File: config.mk
export PLATFORM = sky130hd
export DESIGN_NAME = sgDmaWalker
export DESIGN_NICKNAME = d
export VERILOG_FILES = /design/src/rtl/sgDmaPkg.sv /design/src/rtl/sgDmaPath.sv /design/src/rtl/sgDmaCtrl.sv /design/src/rtl/sgDmaWalker.sv
export SDC_FILE = /design/constraint.sdc
export NUM_CORES = 1
export LEC_CHECK = 0
export BUFFER_PORTS_ARGS = -buffer_cell sky130_fd_sc_hd__buf_2
export CORE_AREA = 2 2 105 209
export DETAILED_ROUTE_END_ITERATION = 10
export DIE_AREA = 0 0 107 211
export GPL_TIMING_DRIVEN = 0
export HOLD_SLACK_MARGIN = 0.03
export PLACE_DENSITY = 0.78
export SLEW_MARGIN = 20
export SYNTH_ARGS = -nofsm -noshare
export SYNTH_HDL_FRONTEND = slang
export SYNTH_HIERARCHICAL = 1
export SYNTH_SLANG_ARGS = --single-unit
File: constraint.sdc
create_clock -name clk -period 5.2 [get_ports clk]
set_input_delay 0.52 -clock clk [delete_from_list [all_inputs] [get_ports clk]]
set_output_delay 0.52 -clock clk [all_outputs]
set_load 0.02 [all_outputs]
File: src/rtl/sgDmaPkg.sv
package sgDmaPkg;
  localparam int WORD_W     = 32;
  localparam int DESC_BYTES = 8;
  localparam int REGION_W   = 17;

  typedef enum logic [2:0] {
    ST_IDLE, ST_CHECK, ST_DREQ, ST_DW0, ST_DW1, ST_XREQ, ST_XWAIT
  } walkState_e;

  typedef struct packed {
    logic loadStart;
    logic clearRegion;
    logic advPtr;
    logic takeAddr;
    logic takeSize;
    logic takeChunk;
  } pathCmd_t;
endpackage

File: src/rtl/sgDmaPath.sv
module sgDmaPath
  import sgDmaPkg::*;
#(
  parameter int ADDR_W      = 32,
  parameter int BUF_W       = 17,
  parameter int BURST_BYTES = 64,
  parameter int PAGE_BYTES  = 4096,
  parameter int CHUNK_W     = 7
) (
  input  logic               clk,
  input  logic               rstN,
  input  pathCmd_t           cmd,
  input  logic [ADDR_W-1:0]  tableBase,
  input  logic [BUF_W-1:0]   xferBytes,
  input  logic               dirToMem,
  input  logic [WORD_W-1:0]  rdWord,
  output logic [ADDR_W-1:0]  descPtr,
  output logic [ADDR_W-1:0]  regAddr,
  output logic [BUF_W-1:0]   bufOfs,
  output logic [CHUNK_W-1:0] chunkBytes,
  output logic               dirQ,
  output logic               bufEmpty,
  output logic               regEmpty,
  output logic               tableEnd
);
  logic [ADDR_W-1:0]   baseQ, ptrQ, regAddrQ;
  logic [REGION_W-1:0] regLeftQ;
  logic [BUF_W-1:0]    bufLeftQ, bufOfsQ;
  logic                lastQ;
  logic [31:0]         bufL32, regL32, minBR, chunk32;
  logic [REGION_W-1:0] decLen;

  always_comb begin
    bufL32  = 32'(bufLeftQ);
    regL32  = 32'(regLeftQ);
    minBR   = (bufL32 < regL32) ? bufL32 : regL32;
    chunk32 = (minBR < 32'(BURST_BYTES)) ? minBR : 32'(BURST_BYTES);
    decLen  = (rdWord[15:1] == '0) ? REGION_W'(65536)
                                   : {1'b0, rdWord[15:1], 1'b0};
  end

  always_ff @(posedge clk) begin
    if (!rstN) begin
      baseQ <= '0; ptrQ <= '0; regAddrQ <= '0; regLeftQ <= '0;
      bufLeftQ <= '0; bufOfsQ <= '0; lastQ <= 1'b0; dirQ <= 1'b0;
    end else if (cmd.clearRegion) begin
      regLeftQ <= '0;
      lastQ    <= 1'b0;
    end else begin
      if (cmd.loadStart) begin
        baseQ    <= tableBase;
        ptrQ     <= tableBase;
        bufLeftQ <= xferBytes;
        bufOfsQ  <= '0;
        regLeftQ <= '0;
        lastQ    <= 1'b0;
        dirQ     <= dirToMem;
      end
      if (cmd.advPtr)   ptrQ <= ptrQ + ADDR_W'(DESC_BYTES);
      if (cmd.takeAddr) regAddrQ <= ADDR_W'(rdWord);
      if (cmd.takeSize) begin
        regLeftQ <= decLen;
        lastQ    <= rdWord[31];
      end
      if (cmd.takeChunk) begin
        regAddrQ <= regAddrQ + ADDR_W'(chunkBytes);
        regLeftQ <= regLeftQ - REGION_W'(chunkBytes);
        bufLeftQ <= bufLeftQ - BUF_W'(chunkBytes);
        bufOfsQ  <= bufOfsQ + BUF_W'(chunkBytes);
      end
    end
  end

  assign chunkBytes = chunk32[CHUNK_W-1:0];
  assign descPtr    = ptrQ;
  assign regAddr    = regAddrQ;
  assign bufOfs     = bufOfsQ;
  assign bufEmpty   = (bufLeftQ == '0);
  assign regEmpty   = (regLeftQ == '0);
  assign tableEnd   = lastQ || ((ptrQ - baseQ) >= ADDR_W'(PAGE_BYTES));

  // a burst never exceeds what is left in the region or the buffer
  assert_chunk_fits_R7: assert property (@(posedge clk) disable iff (!rstN)
    cmd.takeChunk |-> (chunkBytes != '0) && (REGION_W'(chunkBytes) <= regLeftQ)
                      && (BUF_W'(chunkBytes) <= bufLeftQ));
endmodule

File: src/rtl/sgDmaCtrl.sv
module sgDmaCtrl
  import sgDmaPkg::*;
(
  input  logic     clk,
  input  logic     rstN,
  input  logic     startReq,
  input  logic     abortReq,
  input  logic     memReqReady,
  input  logic     memRdValid,
  input  logic     memDone,
  input  logic     bufEmpty,
  input  logic     regEmpty,
  input  logic     tableEnd,
  output pathCmd_t cmd,
  output logic     memReqValid,
  output logic     memReqDesc,
  output logic     busy,
  output logic     doneOk,
  output logic     doneShort
);
  walkState_e stateQ, stateD;

  always_comb begin
    cmd             = '0;
    cmd.loadStart   = (stateQ == ST_IDLE) && startReq && !abortReq;
    cmd.clearRegion = abortReq;
    cmd.advPtr      = (stateQ == ST_DREQ) && memReqReady && !abortReq;
    cmd.takeAddr    = (stateQ == ST_DW0) && memRdValid && !abortReq;
    cmd.takeSize    = (stateQ == ST_DW1) && memRdValid && !abortReq;
    cmd.takeChunk   = (stateQ == ST_XREQ) && memReqReady && !abortReq;
  end

  always_comb begin
    stateD = stateQ;
    unique case (stateQ)
      ST_IDLE:  if (cmd.loadStart) stateD = ST_CHECK;
      ST_CHECK: begin
        if (bufEmpty)      stateD = ST_IDLE;
        else if (regEmpty) stateD = tableEnd ? ST_IDLE : ST_DREQ;
        else               stateD = ST_XREQ;
      end
      ST_DREQ:  if (memReqReady) stateD = ST_DW0;
      ST_DW0:   if (memRdValid)  stateD = ST_DW1;
      ST_DW1:   if (memRdValid)  stateD = ST_CHECK;
      ST_XREQ:  if (memReqReady) stateD = ST_XWAIT;
      ST_XWAIT: if (memDone)     stateD = ST_CHECK;
      default:  stateD = ST_IDLE;
    endcase
    if (abortReq) stateD = ST_IDLE;
  end

  always_ff @(posedge clk) begin
    if (!rstN) stateQ <= ST_IDLE;
    else       stateQ <= stateD;
  end

  assign memReqValid = ((stateQ == ST_DREQ) || (stateQ == ST_XREQ)) && !abortReq;
  assign memReqDesc  = (stateQ == ST_DREQ);
  assign busy        = (stateQ != ST_IDLE);
  assign doneOk      = (stateQ == ST_CHECK) && bufEmpty && !abortReq;
  assign doneShort   = (stateQ == ST_CHECK) && !bufEmpty && regEmpty && tableEnd
                       && !abortReq;

  // the two end pulses are exclusive
  assert_done_excl_R8: assert property (@(posedge clk) disable iff (!rstN)
    !(doneOk && doneShort));
  // a stalled request stays up unless aborted
  assert_req_hold_R9: assert property (@(posedge clk) disable iff (!rstN)
    (memReqValid && !memReqReady) |=> (memReqValid || abortReq));
  // abort leaves the walker idle on the next cycle
  assert_abort_idle_R10: assert property (@(posedge clk) disable iff (!rstN)
    abortReq |=> !busy);
  // an end pulse is followed by idle
  assert_end_idle_R8: assert property (@(posedge clk) disable iff (!rstN)
    (doneOk || doneShort) |=> !busy);
endmodule

File: src/rtl/sgDmaWalker.sv
module sgDmaWalker
  import sgDmaPkg::*;
#(
  parameter int ADDR_W      = 32,
  parameter int BUF_W       = 17,
  parameter int BURST_BEATS = 16,
  parameter int PAGE_BYTES  = 4096,
  localparam int BURST_BYTES = BURST_BEATS * (WORD_W / 8),
  localparam int CHUNK_W     = $clog2(BURST_BYTES + 1)
) (
  input  logic               clk,
  input  logic               rstN,
  input  logic               startReq,
  input  logic               abortReq,
  input  logic               dirToMem,
  input  logic [ADDR_W-1:0]  tableBase,
  input  logic [BUF_W-1:0]   xferBytes,
  input  logic               memReqReady,
  input  logic               memRdValid,
  input  logic [WORD_W-1:0]  memRdData,
  input  logic               memDone,
  output logic               busy,
  output logic               doneOk,
  output logic               doneShort,
  output logic               memReqValid,
  output logic               memReqDesc,
  output logic               memReqWrite,
  output logic [ADDR_W-1:0]  memReqAddr,
  output logic [CHUNK_W-1:0] memReqBytes,
  output logic [BUF_W-1:0]   memReqBufOfs
);
  pathCmd_t           cmd;
  logic [ADDR_W-1:0]  descPtr, regAddr;
  logic [CHUNK_W-1:0] chunkBytes;
  logic               dirQ, bufEmpty, regEmpty, tableEnd;

  sgDmaCtrl ctrl_i (
    .clk(clk), .rstN(rstN), .startReq(startReq), .abortReq(abortReq),
    .memReqReady(memReqReady), .memRdValid(memRdValid), .memDone(memDone),
    .bufEmpty(bufEmpty), .regEmpty(regEmpty), .tableEnd(tableEnd),
    .cmd(cmd), .memReqValid(memReqValid), .memReqDesc(memReqDesc),
    .busy(busy), .doneOk(doneOk), .doneShort(doneShort)
  );

  sgDmaPath #(
    .ADDR_W(ADDR_W), .BUF_W(BUF_W), .BURST_BYTES(BURST_BYTES),
    .PAGE_BYTES(PAGE_BYTES), .CHUNK_W(CHUNK_W)
  ) path_i (
    .clk(clk), .rstN(rstN), .cmd(cmd), .tableBase(tableBase),
    .xferBytes(xferBytes), .dirToMem(dirToMem), .rdWord(memRdData),
    .descPtr(descPtr), .regAddr(regAddr), .bufOfs(memReqBufOfs),
    .chunkBytes(chunkBytes), .dirQ(dirQ), .bufEmpty(bufEmpty),
    .regEmpty(regEmpty), .tableEnd(tableEnd)
  );

  assign memReqAddr  = memReqDesc ? descPtr : regAddr;
  assign memReqBytes = memReqDesc ? CHUNK_W'(DESC_BYTES) : chunkBytes;
  assign memReqWrite = !memReqDesc && dirQ;

  // request fields are frozen while stalled
  assert_req_stable_R9: assert property (@(posedge clk) disable iff (!rstN)
    (memReqValid && !memReqReady && !abortReq) |=>
      (abortReq || ($stable(memReqAddr) && $stable(memReqBytes))));
  // descriptor fetches are always 8 bytes
  assert_desc_len_R1: assert property (@(posedge clk) disable iff (!rstN)
    (memReqValid && memReqDesc) |-> (memReqBytes == CHUNK_W'(DESC_BYTES)));
  // data bursts are never empty nor longer than one burst
  assert_burst_max_R7: assert property (@(posedge clk) disable iff (!rstN)
    (memReqValid && !memReqDesc) |->
      ((memReqBytes != '0) && (memReqBytes <= CHUNK_W'(BURST_BYTES))));
  // descriptor fetches are reads
  assert_desc_read_R12: assert property (@(posedge clk) disable iff (!rstN)
    memReqDesc |-> !memReqWrite);
endmodule

==> results of run 1 <==
## power by group through the flow
stage | clock network (mW) | registers (mW) | logic, mW
after global routing | 1.48 | 1.22 | 0.860
final | 1.43 | 1.22 | 0.803
after floorplan | 0 | 1.23 | 0.483
after global placement | 0 | 1.24 | 0.695
after CTS | 1.44 | 1.22 | 0.738
after detailed placement | 0 | 1.25 | 0.701
## routing by layer
metal	vias to the layer above	GRT usage [%]
met5	-	0
met4	0	38.1
met3	261	6.79
met2	671	70.1
met1	5740	32.7
li1	5687	-
## stage by stage
step	std cells	utilization (%)	power, mW	setup TNS [ns]	hold WS, ns
after global placement	1879	58.8	1.94	-32.39	0.449
after CTS	1913	62.6	3.39	0	0.325
final	1924	63.6	3.45	0	0.329
after global routing	1924	63.6	3.56	-0.158	0.344
after floorplan	1460	-	1.72	0	0.439
after detailed placement	1879	58.8	1.95	-31.37	0.458
## logic make-up (layout without fill, tap and decap cells)
| group | Yosys count | in the layout | share of synthesized area (%) |
|---|---|---|---|
| AND/OR/NAND/NOR | 509 | 509 | 21.6 |
| flip-flops | 152 | 152 | 27.1 |
| adder cells (fa/ha/maj) | 81 | 81 | 9.37 |
| multiplexers | 45 | 45 | 4.40 |
| AO/OA/AOI/OAI | 463 | 463 | 28.0 |
| XOR/XNOR | 46 | 46 | 3.59 |
| buffers and inverters | 164 | 359 | 5.91 |
## worst max-delay path, stage by stage, from the launching register on
cell and delay [ns]:
sky130_fd_sc_hd__dfxtp_4 0.37, sky130_fd_sc_hd__inv_2 0.05, sky130_fd_sc_hd__ha_4 0.25, sky130_fd_sc_hd__a21o_1 0.10, sky130_fd_sc_hd__a21o_1 0.10, sky130_fd_sc_hd__a21o_1 0.14
sky130_fd_sc_hd__a21oi_2 0.08, sky130_fd_sc_hd__nor2b_2 0.20, sky130_fd_sc_hd__o211ai_1 0.14, sky130_fd_sc_hd__a21o_1 0.22, sky130_fd_sc_hd__buf_4 0.14, sky130_fd_sc_hd__a21oi_4 0.28
sky130_fd_sc_hd__a22o_4 0.24, sky130_fd_sc_hd__ha_4 0.15, sky130_fd_sc_hd__inv_2 0.04, sky130_fd_sc_hd__fa_2 0.36, sky130_fd_sc_hd__a21o_1 0.20, sky130_fd_sc_hd__a21o_1 0.19
sky130_fd_sc_hd__a21o_1 0.18, sky130_fd_sc_hd__a21oi_2 0.21, sky130_fd_sc_hd__nor2b_2 0.10, sky130_fd_sc_hd__or4_4 0.53, sky130_fd_sc_hd__or4_4 0.52, sky130_fd_sc_hd__a221oi_2 0.26
## layout make-up
type,instances,share of cell area [%]
Multi-Input combinational cell,1144,58.0
Sequential cell,152,22.9
Buffer,80,2.74
Clock inverter,11,1.66
Timing Repair Buffer,165,6.49
Clock buffer,19,3.33
Tap cell,269,2.53
Inverter,84,2.37
## what timing repair did
action	4_1_cts	5_1_grt
setup buffers	4	11
cloned	0	0
endpoints found under the setup margin	55	40
pin swaps	4	23
gates resized for setup	28	37
## flip-flops by register name, indices dropped and copies added, names as in the netlist
signal and cells:
path_i/baseQ 32, path_i/descPtr 32, path_i/regAddr 32, path_i/bufLeftQ 17
path_i/bufOfs 17, path_i/regLeftQ 17, ctrl_i/stateQ 3, path_i/dirQ 1
path_i/lastQ 1
## how the worst max path moves through the flow
stage,from,end,slack [ns],cells past startpoint
finish,path_i/regLeftQ[1],path_i/bufLeftQ[16],0.05,23
global route,path_i/bufLeftQ[1],path_i/bufLeftQ[16],-0.07,21
CTS,path_i/regLeftQ[1],path_i/regLeftQ[14],0.03,25
detailed placement,path_i/regLeftQ[9],path_i/bufLeftQ[11],-1.25,18
global placement,path_i/regLeftQ[9],path_i/bufLeftQ[11],-1.24,18
floorplan,path_i/regLeftQ[1],path_i/bufLeftQ[16],0.25,22
## Yosys cell counts (all sizes together) (8+ instances only)
| cell | number | area share (%) |
|---|---|---|
| nand2 | 188 | 6.3 |
| dfxtp | 152 | 27 |
| a21oi | 136 | 6.1 |
| nor2 | 108 | 3.6 |
| inv | 82 | 2.7 |
| ha | 76 | 8.5 |
| o21ai | 76 | 3.4 |
| clkbuf | 67 | 2.3 |
| a21boi | 49 | 3.3 |
| nor2b | 37 | 2.1 |
| mux2 | 34 | 3.4 |
| nand3 | 32 | 1.4 |
| nor3 | 29 | 1.3 |
| a21o | 28 | 1.9 |
| xnor2 | 28 | 2.2 |
| nand4 | 22 | 1.2 |
| and3 | 20 | 1.1 |
| xor2 | 18 | 1.4 |
| a22oi | 16 | 1.1 |
| o221a | 16 | 1.6 |
| nor4 | 14 | 0.84 |
| buf | 13 | 0.85 |
| a31oi | 12 | 0.67 |
| and2 | 12 | 0.67 |
| a222oi | 11 | 0.98 |
| mux2i | 11 | 0.98 |
| a211oi | 10 | 0.67 |
| nand2b | 10 | 0.56 |
| o21a | 10 | 0.67 |
| o22ai | 10 | 0.56 |
| o211a | 9 | 0.80 |
| o221ai | 9 | 0.70 |
| a22o | 8 | 0.62 |
| nand3b | 8 | 0.54 |
| o211ai | 8 | 0.54 |
| or3 | 8 | 0.45 |
==> out/metrics.json, run 1 <==
{
  "hold_path_depth": {"value": 3},
  "ant_nets": {"value": 0},
  "worst_pin_slew": {"value": 1.14, "unit": "ns"},
  "layout.cells.most_common": {"value": "sky130_fd_sc_hd__nand2_1"},
  "register_area": {"value": 3050, "unit": "um2"},
  "filler_cell_count": {"value": 1905},
  "placed_cell_area": {"value": 12300, "unit": "um2"},
  "post_synth.cell_area_avg": {"value": 7.68, "unit": "um2"},
  "postSynth.asyncResetShare": {"value": 0, "unit": "%"},
  "antennaDiodeCount": {"value": 0},
  "sw_frac_of_total": {"value": 29.6, "unit": "%"},
  "report.final.slew_viol_count": {"value": 0},
  "final_net_count": {"value": 1814},
  "met3_wirelength": {"value": 2.47, "unit": "mm"},
  "grt_first_pass_wirelength": {"value": 64.7, "unit": "mm"},
  "worst_rel_slew_slack": {"value": 23.9, "unit": "%"},
  "type_of_destination_of_the_critical_path": {"value": "flip-flop"},
  "cts_root_buffer": {"value": "sky130_fd_sc_hd__clkbuf_16"},
  "final_cell_mix": {"value": "188 x sky130_fd_sc_hd__nand2_1, 154 x sky130_fd_sc_hd__buf_2, 149 x sky130_fd_sc_hd__dfxtp_1"},
  "post-route-worst-setup-slack": {"value": 0.0539, "unit": "ns"},
  "die_height": {"value": 211, "unit": "um"},
  "p_sw": {"value": 1.02, "unit": "mW"},
  "grt_util_all_layers": {"value": 38.1, "unit": "%"},
  "drt_iter0_drc": {"value": 1195},
  "max_cap_viol_count": {"value": 0},
  "tritoncts.num_buffers": {"value": 17},
  "seq_area_frac_synth": {"value": 27.1, "unit": "%"},
  "total_overflow_reported_by_the_global_router": {"value": 0},
  "syn_area": {"value": 11200, "unit": "um2"},
  "cts.path.max_buffers": {"value": 2},
  "cts.htree.levels": {"value": 4},
  "multi_input_area": {"value": 7710, "unit": "um2"},
  "clock_slew_at_reported_path_ffs": {"value": 0.06, "unit": "ns"},
  "grt_antenna_before_repair": {"value": 0},
  "rr_endpoint": {"value": "path_i/bufLeftQ[16]"},
  "synthesis.yosys.warnings": {"value": 6},
  "pwr_density_cell": {"value": 259, "unit": "nW/um2"},
  "finalCriticalPeriod": {"value": 5.15, "unit": "ns"},
  "width_of_the_chip": {"value": 107, "unit": "um"},
  "avgRoutedWirePerCell": {"value": 22.7, "unit": "um"},
  "proportion_of_layout_cells_with_a_drive_suffix_above_1": {"value": 18.4, "unit": "%"},
  "final_design_area_no_fill": {"value": 13300, "unit": "um2"},
  "tritoncts_clock_tree": {"value": "built"},
  "cp_data_arrival_time": {"value": 5.50, "unit": "ns"},
  "cts.hold.buffers_added": {"value": 0},
  "worstSetupPathType": {"value": "reg2reg"},
  "floorplan.die_area": {"value": 22600, "unit": "um2"},
  "top_layer_used": {"value": "met4"},
  "pin_count_of_the_biggest_net_entering_global_routing": {"value": 17},
  "worst-r2r-cell-count": {"value": 23},
  "cts_num_sinks": {"value": 152},
  "post_synth_inst_count": {"value": 1460},
  "clk-insertion-delay-late": {"value": 0.45, "unit": "ns"},
  "yosys_register_bits": {"value": 152},
  "dr_wl_met2": {"value": 22.9, "unit": "mm"},
  "syn_to_final_growth": {"value": 18.6, "unit": "%"},
  "worst_ir_drop_on_vdd": {"value": 0.000243, "unit": "V"},
  "rr_startpoint": {"value": "path_i/regLeftQ[1]"},
  "placement.io_buffers": {"value": 150},
  "synth_top_flop_cell": {"value": "sky130_fd_sc_hd__dfxtp_1"},
  "setup_violations": {"value": 0},
  "timing_hold_violations_final": {"value": 0},
  "outcome": {"value": "finished, final reports clean"},
  "start_kind": {"value": "flip-flop"},
  "io_pins": {"value": 151},
  "required": {"value": 5.56, "unit": "ns"},
  "synth_enable_flop_cells": {"value": 0},
  "hpwlAfterDp": {"value": 34.0, "unit": "mm"},
  "finalWirelength": {"value": 43.7, "unit": "mm"},
  "initial_core_utilization": {"value": 53.6, "unit": "%"},
  "worstPathMaxFanout": {"value": 5},
  "pwr-share-seq": {"value": 35.4, "unit": "%"},
  "clock.fmax": {"value": 0.194, "unit": "GHz"},
  "vias_per_cell": {"value": 6.42},
  "route.layer.met1.wl": {"value": 13.7, "unit": "mm"},
  "worstHoldPathType": {"value": "in2reg"},
  "first_global_vias": {"value": 12400},
  "synth.distinct_cells": {"value": 73},
  "portion_of_total_power_attributed_to_the_clock_network": {"value": 41.3, "unit": "%"},
  "leakagePower": {"value": 5.60, "unit": "nW"},
  "drc": {"value": 0},
  "preCtsSetupSlack": {"value": -1.25, "unit": "ns"},
  "comb_power_share": {"value": 23.3, "unit": "%"},
  "r2r_setup_slk": {"value": 0.05, "unit": "ns"},
  "clock-skew-final": {"value": 0.00594, "unit": "ns"},
  "final_min_period_over_clock_period": {"value": 99.0, "unit": "%"},
  "internal_power": {"value": 2.43, "unit": "mW"},
  "place_congestion": {"value": 1.02},
  "drt_first_pass_iters": {"value": 9},
  "number_of_nets_produced_by_synthesis": {"value": 1630},
  "via_count": {"value": 12400},
  "worst_hold_path.endpoint": {"value": "path_i/baseQ[3]"},
  "core_area": {"value": 20900, "unit": "um2"},
  "std_cell_rows": {"value": 75},
  "hold_path.startpoint": {"value": "tableBase[3]"}
}
(Power assumes the default switching activity.)
==> inputs of run 2 (changes only) <==
SETUP_SLACK_MARGIN = 0.15   (was not set)
==> run 2 against run 1 <==
Clock power about the same. Clock-buffer cell count unchanged. Cell count is 0.16% higher. Core utilization up 0.24 points. Critical endpoint unchanged. Register-to-register slack better by 0.12 ns. Global-route usage rose by 0.20 points. Critical path depth unchanged. Maximum frequency is 2.4% higher. Combinational power rose by 0.9%. First-iteration DRC count down 9.5%. Critical path type unchanged. Sequential power about the same. Flip-flop and latch count did not move.
==> out/metrics.json, run 2 (same netlist as run 1, synthesis figures left out) <==
{
  "outcome": {"value": "finished, final reports clean"},
  "timing_hold_violations_final": {"value": 0, "change": "unchanged"},
  "path_buf_inv": {"value": 3, "change": "unchanged"},
  "clk-insertion-delay-late": {"value": 0.45, "unit": "ns", "change": "about the same"},
  "leakagePower": {"value": 5.63, "unit": "nW", "change": "+0.53%"},
  "cts_num_sinks": {"value": 152, "change": "unchanged"},
  "hold_path.startpoint": {"value": "tableBase[3]"},
  "layout.cells.most_common": {"value": "sky130_fd_sc_hd__nand2_1"},
  "final_min_period_over_clock_period": {"value": 96.6, "unit": "%", "change": "-2.3 points"},
  "internal_power": {"value": 2.43, "unit": "mW", "change": "+0.24%"},
  "max_cap_viol_count": {"value": 0, "change": "unchanged"},
  "portion_of_total_power_attributed_to_the_clock_network": {"value": 41.3, "unit": "%", "change": "about the same"},
  "core_area": {"value": 20900, "unit": "um2", "change": "unchanged"},
  "worst_pin_slew": {"value": 1.16, "unit": "ns", "change": "+0.0227 ns"},
  "comb_power_share": {"value": 23.4, "unit": "%", "change": "about the same"},
  "hold_path_depth": {"value": 3, "change": "unchanged"},
  "proportion_of_layout_cells_with_a_drive_suffix_above_1": {"value": 18.6, "unit": "%", "change": "+0.21 points"},
  "setup_repair_after_global_routing_missed_its_margin": {"value": "true"},
  "pin_count_of_the_biggest_net_entering_global_routing": {"value": 17, "change": "unchanged"},
  "worstSetupPathType": {"value": "reg2reg"},
  "initial_core_utilization": {"value": 53.6, "unit": "%", "change": "unchanged"},
  "cp_data_arrival_time": {"value": 5.38, "unit": "ns", "change": "-0.12 ns"},
  "start_kind": {"value": "flip-flop"},
  "place_congestion": {"value": 1.02, "change": "unchanged"},
  "syn_to_final_growth": {"value": 19.0, "unit": "%"},
  "floorplan.die_area": {"value": 22600, "unit": "um2", "change": "unchanged"},
  "cts.htree.levels": {"value": 4, "change": "unchanged"},
  "path_common_cell": {"value": "sky130_fd_sc_hd__a21o_1"},
  "drt_iter0_drc": {"value": 1082, "change": "-9.5%"},
  "avgRoutedWirePerCell": {"value": 22.6, "unit": "um", "change": "-0.43%"},
  "finalCriticalPeriod": {"value": 5.02, "unit": "ns", "change": "-0.122 ns"},
  "first_global_vias": {"value": 12500, "change": "+0.43%"},
  "width_of_the_chip": {"value": 107, "unit": "um", "change": "unchanged"},
  "hpwlAfterDp": {"value": 34.0, "unit": "mm", "change": "unchanged"},
  "post-route-worst-setup-slack": {"value": 0.176, "unit": "ns", "change": "+0.122 ns"},
  "cts_root_buffer": {"value": "sky130_fd_sc_hd__clkbuf_16"},
  "worst_hold_path.endpoint": {"value": "path_i/baseQ[3]"},
  "final_cell_count_no_fill": {"value": 1927, "change": "+0.16%"},
  "cpLargestDelayFamily": {"value": "compound AO/OA/AOI/OAI gates"},
  "worst_rel_slew_slack": {"value": 22.4, "unit": "%", "change": "-1.5 points"},
  "total_design_power": {"value": 3.46, "unit": "mW", "change": "+0.14%"},
  "required": {"value": 5.56, "unit": "ns", "change": "about the same"},
  "worst-r2r-cell-count": {"value": 23, "change": "unchanged"},
  "vias_per_cell": {"value": 6.44, "change": "+0.30%"},
  "setup_violations": {"value": 0, "change": "unchanged"},
  "finalWirelength": {"value": 43.6, "unit": "mm", "change": "-0.27%"},
  "worstHoldPathType": {"value": "in2reg"},
  "drt_first_pass_iters": {"value": 7, "change": "-2"},
  "antennaDiodeCount": {"value": 0, "change": "unchanged"},
  "filler_cell_count": {"value": 1898, "change": "-0.37%"},
  "clock.fmax": {"value": 0.199, "unit": "GHz", "change": "+2.4%"},
  "ant_nets": {"value": 0, "change": "unchanged"},
  "grt_first_pass_wirelength": {"value": 65.1, "unit": "mm", "change": "+0.55%"},
  "std_cell_rows": {"value": 75, "change": "unchanged"},
  "tritoncts_clock_tree": {"value": "built"},
  "post-place-cells": {"value": 1879, "change": "unchanged"},
  "crit_chain": {"value": "inv_4 -> ha_4 -> a21o_1 -> a21o_1 -> a21o_1 -> a21oi_2 -> nor2b_2 -> o211ai_1 -> a21o_1 -> buf_4 -> a21oi_4 -> a22o_4 -> ha_4 -> inv_2 -> fa_2 -> a21o_1 -> a21o_1 -> a21o_1 -> a21oi_2 -> nor2b_2 -> or4_4 -> or4_4 -> a221oi_2"},
  "sw_frac_of_total": {"value": 29.6, "unit": "%", "change": "-0.070 points"},
  "pwr_density_cell": {"value": 259, "unit": "nW/um2", "change": "-0.24%"},
  "grt_util_all_layers": {"value": 38.3, "unit": "%", "change": "+0.20 points"},
  "grt_antenna_before_repair": {"value": 0, "change": "unchanged"},
  "p_sw": {"value": 1.02, "unit": "mW", "change": "about the same"},
  "final_net_count": {"value": 1817, "change": "+0.17%"},
  "total_overflow_reported_by_the_global_router": {"value": 0, "change": "unchanged"},
  "placement.io_buffers": {"value": 150, "change": "unchanged"},
  "via_count": {"value": 12400, "change": "+0.46%"},
  "die_height": {"value": 211, "unit": "um", "change": "unchanged"},
  "crit_path_top_delay_cell": {"value": "sky130_fd_sc_hd__or4_4"},
  "cts.path.max_buffers": {"value": 2, "change": "unchanged"},
  "preCtsSetupSlack": {"value": -1.25, "unit": "ns", "change": "unchanged"},
  "r2r_setup_slk": {"value": 0.18, "unit": "ns", "change": "+0.12 ns"},
  "rr_endpoint": {"value": "path_i/bufLeftQ[16]"},
  "clock-skew-final": {"value": 0.00664, "unit": "ns", "change": "+0.000704 ns"},
  "worstPathMaxFanout": {"value": 5, "change": "unchanged"},
  "report.final.slew_viol_count": {"value": 0, "change": "unchanged"},
  "tritoncts.num_buffers": {"value": 17, "change": "unchanged"},
  "pwr-share-seq": {"value": 35.3, "unit": "%", "change": "about the same"},
  "final_cell_mix": {"value": "188 x sky130_fd_sc_hd__nand2_1, 154 x sky130_fd_sc_hd__buf_2, 149 x sky130_fd_sc_hd__dfxtp_1"},
  "worst_ir_drop_on_vdd": {"value": 0.000244, "unit": "V", "change": "+0.17%"},
  "final_design_area_no_fill": {"value": 13300, "unit": "um2", "change": "+0.38%"},
  "type_of_destination_of_the_critical_path": {"value": "flip-flop"},
  "cp_slowest_stage_delay": {"value": 0.53, "unit": "ns", "change": "about the same"},
  "rr_startpoint": {"value": "path_i/regLeftQ[1]"},
  "placed_cell_area": {"value": 12300, "unit": "um2", "change": "unchanged"},
  "io_pins": {"value": 151, "change": "unchanged"},
  "clock_slew_at_reported_path_ffs": {"value": 0.06, "unit": "ns", "change": "about the same"},
  "drc": {"value": 0, "change": "unchanged"}
}
## run 2: cell types whose count changed in the layout (fill, tap and decap cells not counted), sizes merged
cell and change:
buf +3
## run 2: cell type report
type	count	area, um2	area share [%]
buffer	80	369	2.77
inverter	84	318	2.38
clock inverter	11	220	1.65
multi-input combinational	1144	7720	57.8
timing repair buffer	168	886	6.64
tap	269	337	2.52
clock buffer	19	443	3.32
sequential	152	3050	22.9
## run 2: power by group through the flow
| stage | clock network, mW | registers, mW | logic (mW) |
|---|---|---|---|
| after CTS | 1.44 | 1.22 | 0.756 |
| after global routing | 1.48 | 1.22 | 0.872 |
| after floorplan | 0 | 1.23 | 0.483 |
| final | 1.43 | 1.22 | 0.810 |
| after global placement | 0 | 1.24 | 0.695 |
| after detailed placement | 0 | 1.25 | 0.701 |
## run 2: per-layer routing
layer  up-vias  global-route usage [%]  share of wire, %
li1       5693                       -                 -
met1      5755                    32.7                31
met2       684                    69.8                52
met3       284                    7.13               5.9
met4         0                    39.8                12
met5         -                       0                 0
## run 2: worst reg2reg max path: cells and delay by family, from the launching register on
kind / cells / cell delay (ns)
compound gates: 13 / 2.27
fa+ha+maj: 3 / 0.76
simple gates: 4 / 1.33
buf+inv: 3 / 0.22
flops: 1 / 0.38
## run 2: worst max-delay path by stage
stage,slack [ns],start,cells after the start,endpoint
2_1_floorplan,0.25,path_i/regLeftQ[1],22,path_i/bufLeftQ[16]
3_3_place_gp,-1.24,path_i/regLeftQ[9],18,path_i/bufLeftQ[11]
3_5_place_dp,-1.25,path_i/regLeftQ[9],18,path_i/bufLeftQ[11]
4_1_cts,0.12,path_i/regLeftQ[1],23,path_i/bufLeftQ[16]
5_1_grt,0.06,path_i/regLeftQ[1],23,path_i/bufLeftQ[16]
6_report,0.18,path_i/regLeftQ[1],23,path_i/bufLeftQ[16]
## run 2: metrics by stage
stage / hold slack (ns) / utilization [%] / TNS (ns)
finish: 0.329 / 63.8 / 0
global route: 0.344 / 63.8 / 0
CTS: 0.325 / 62.9 / 0
detailed placement: 0.458 / 58.8 / -31.37
global placement: 0.449 / 58.8 / -32.39
floorplan: 0.439 / - / 0
## run 2: timing repair
item                                    in CTS  in global routing
hold buffers                                 0                  0
resized for setup                           34                 37
pin swaps                                    8                 26
endpoints found under the setup margin      60                 43
setup buffers                               10                  8
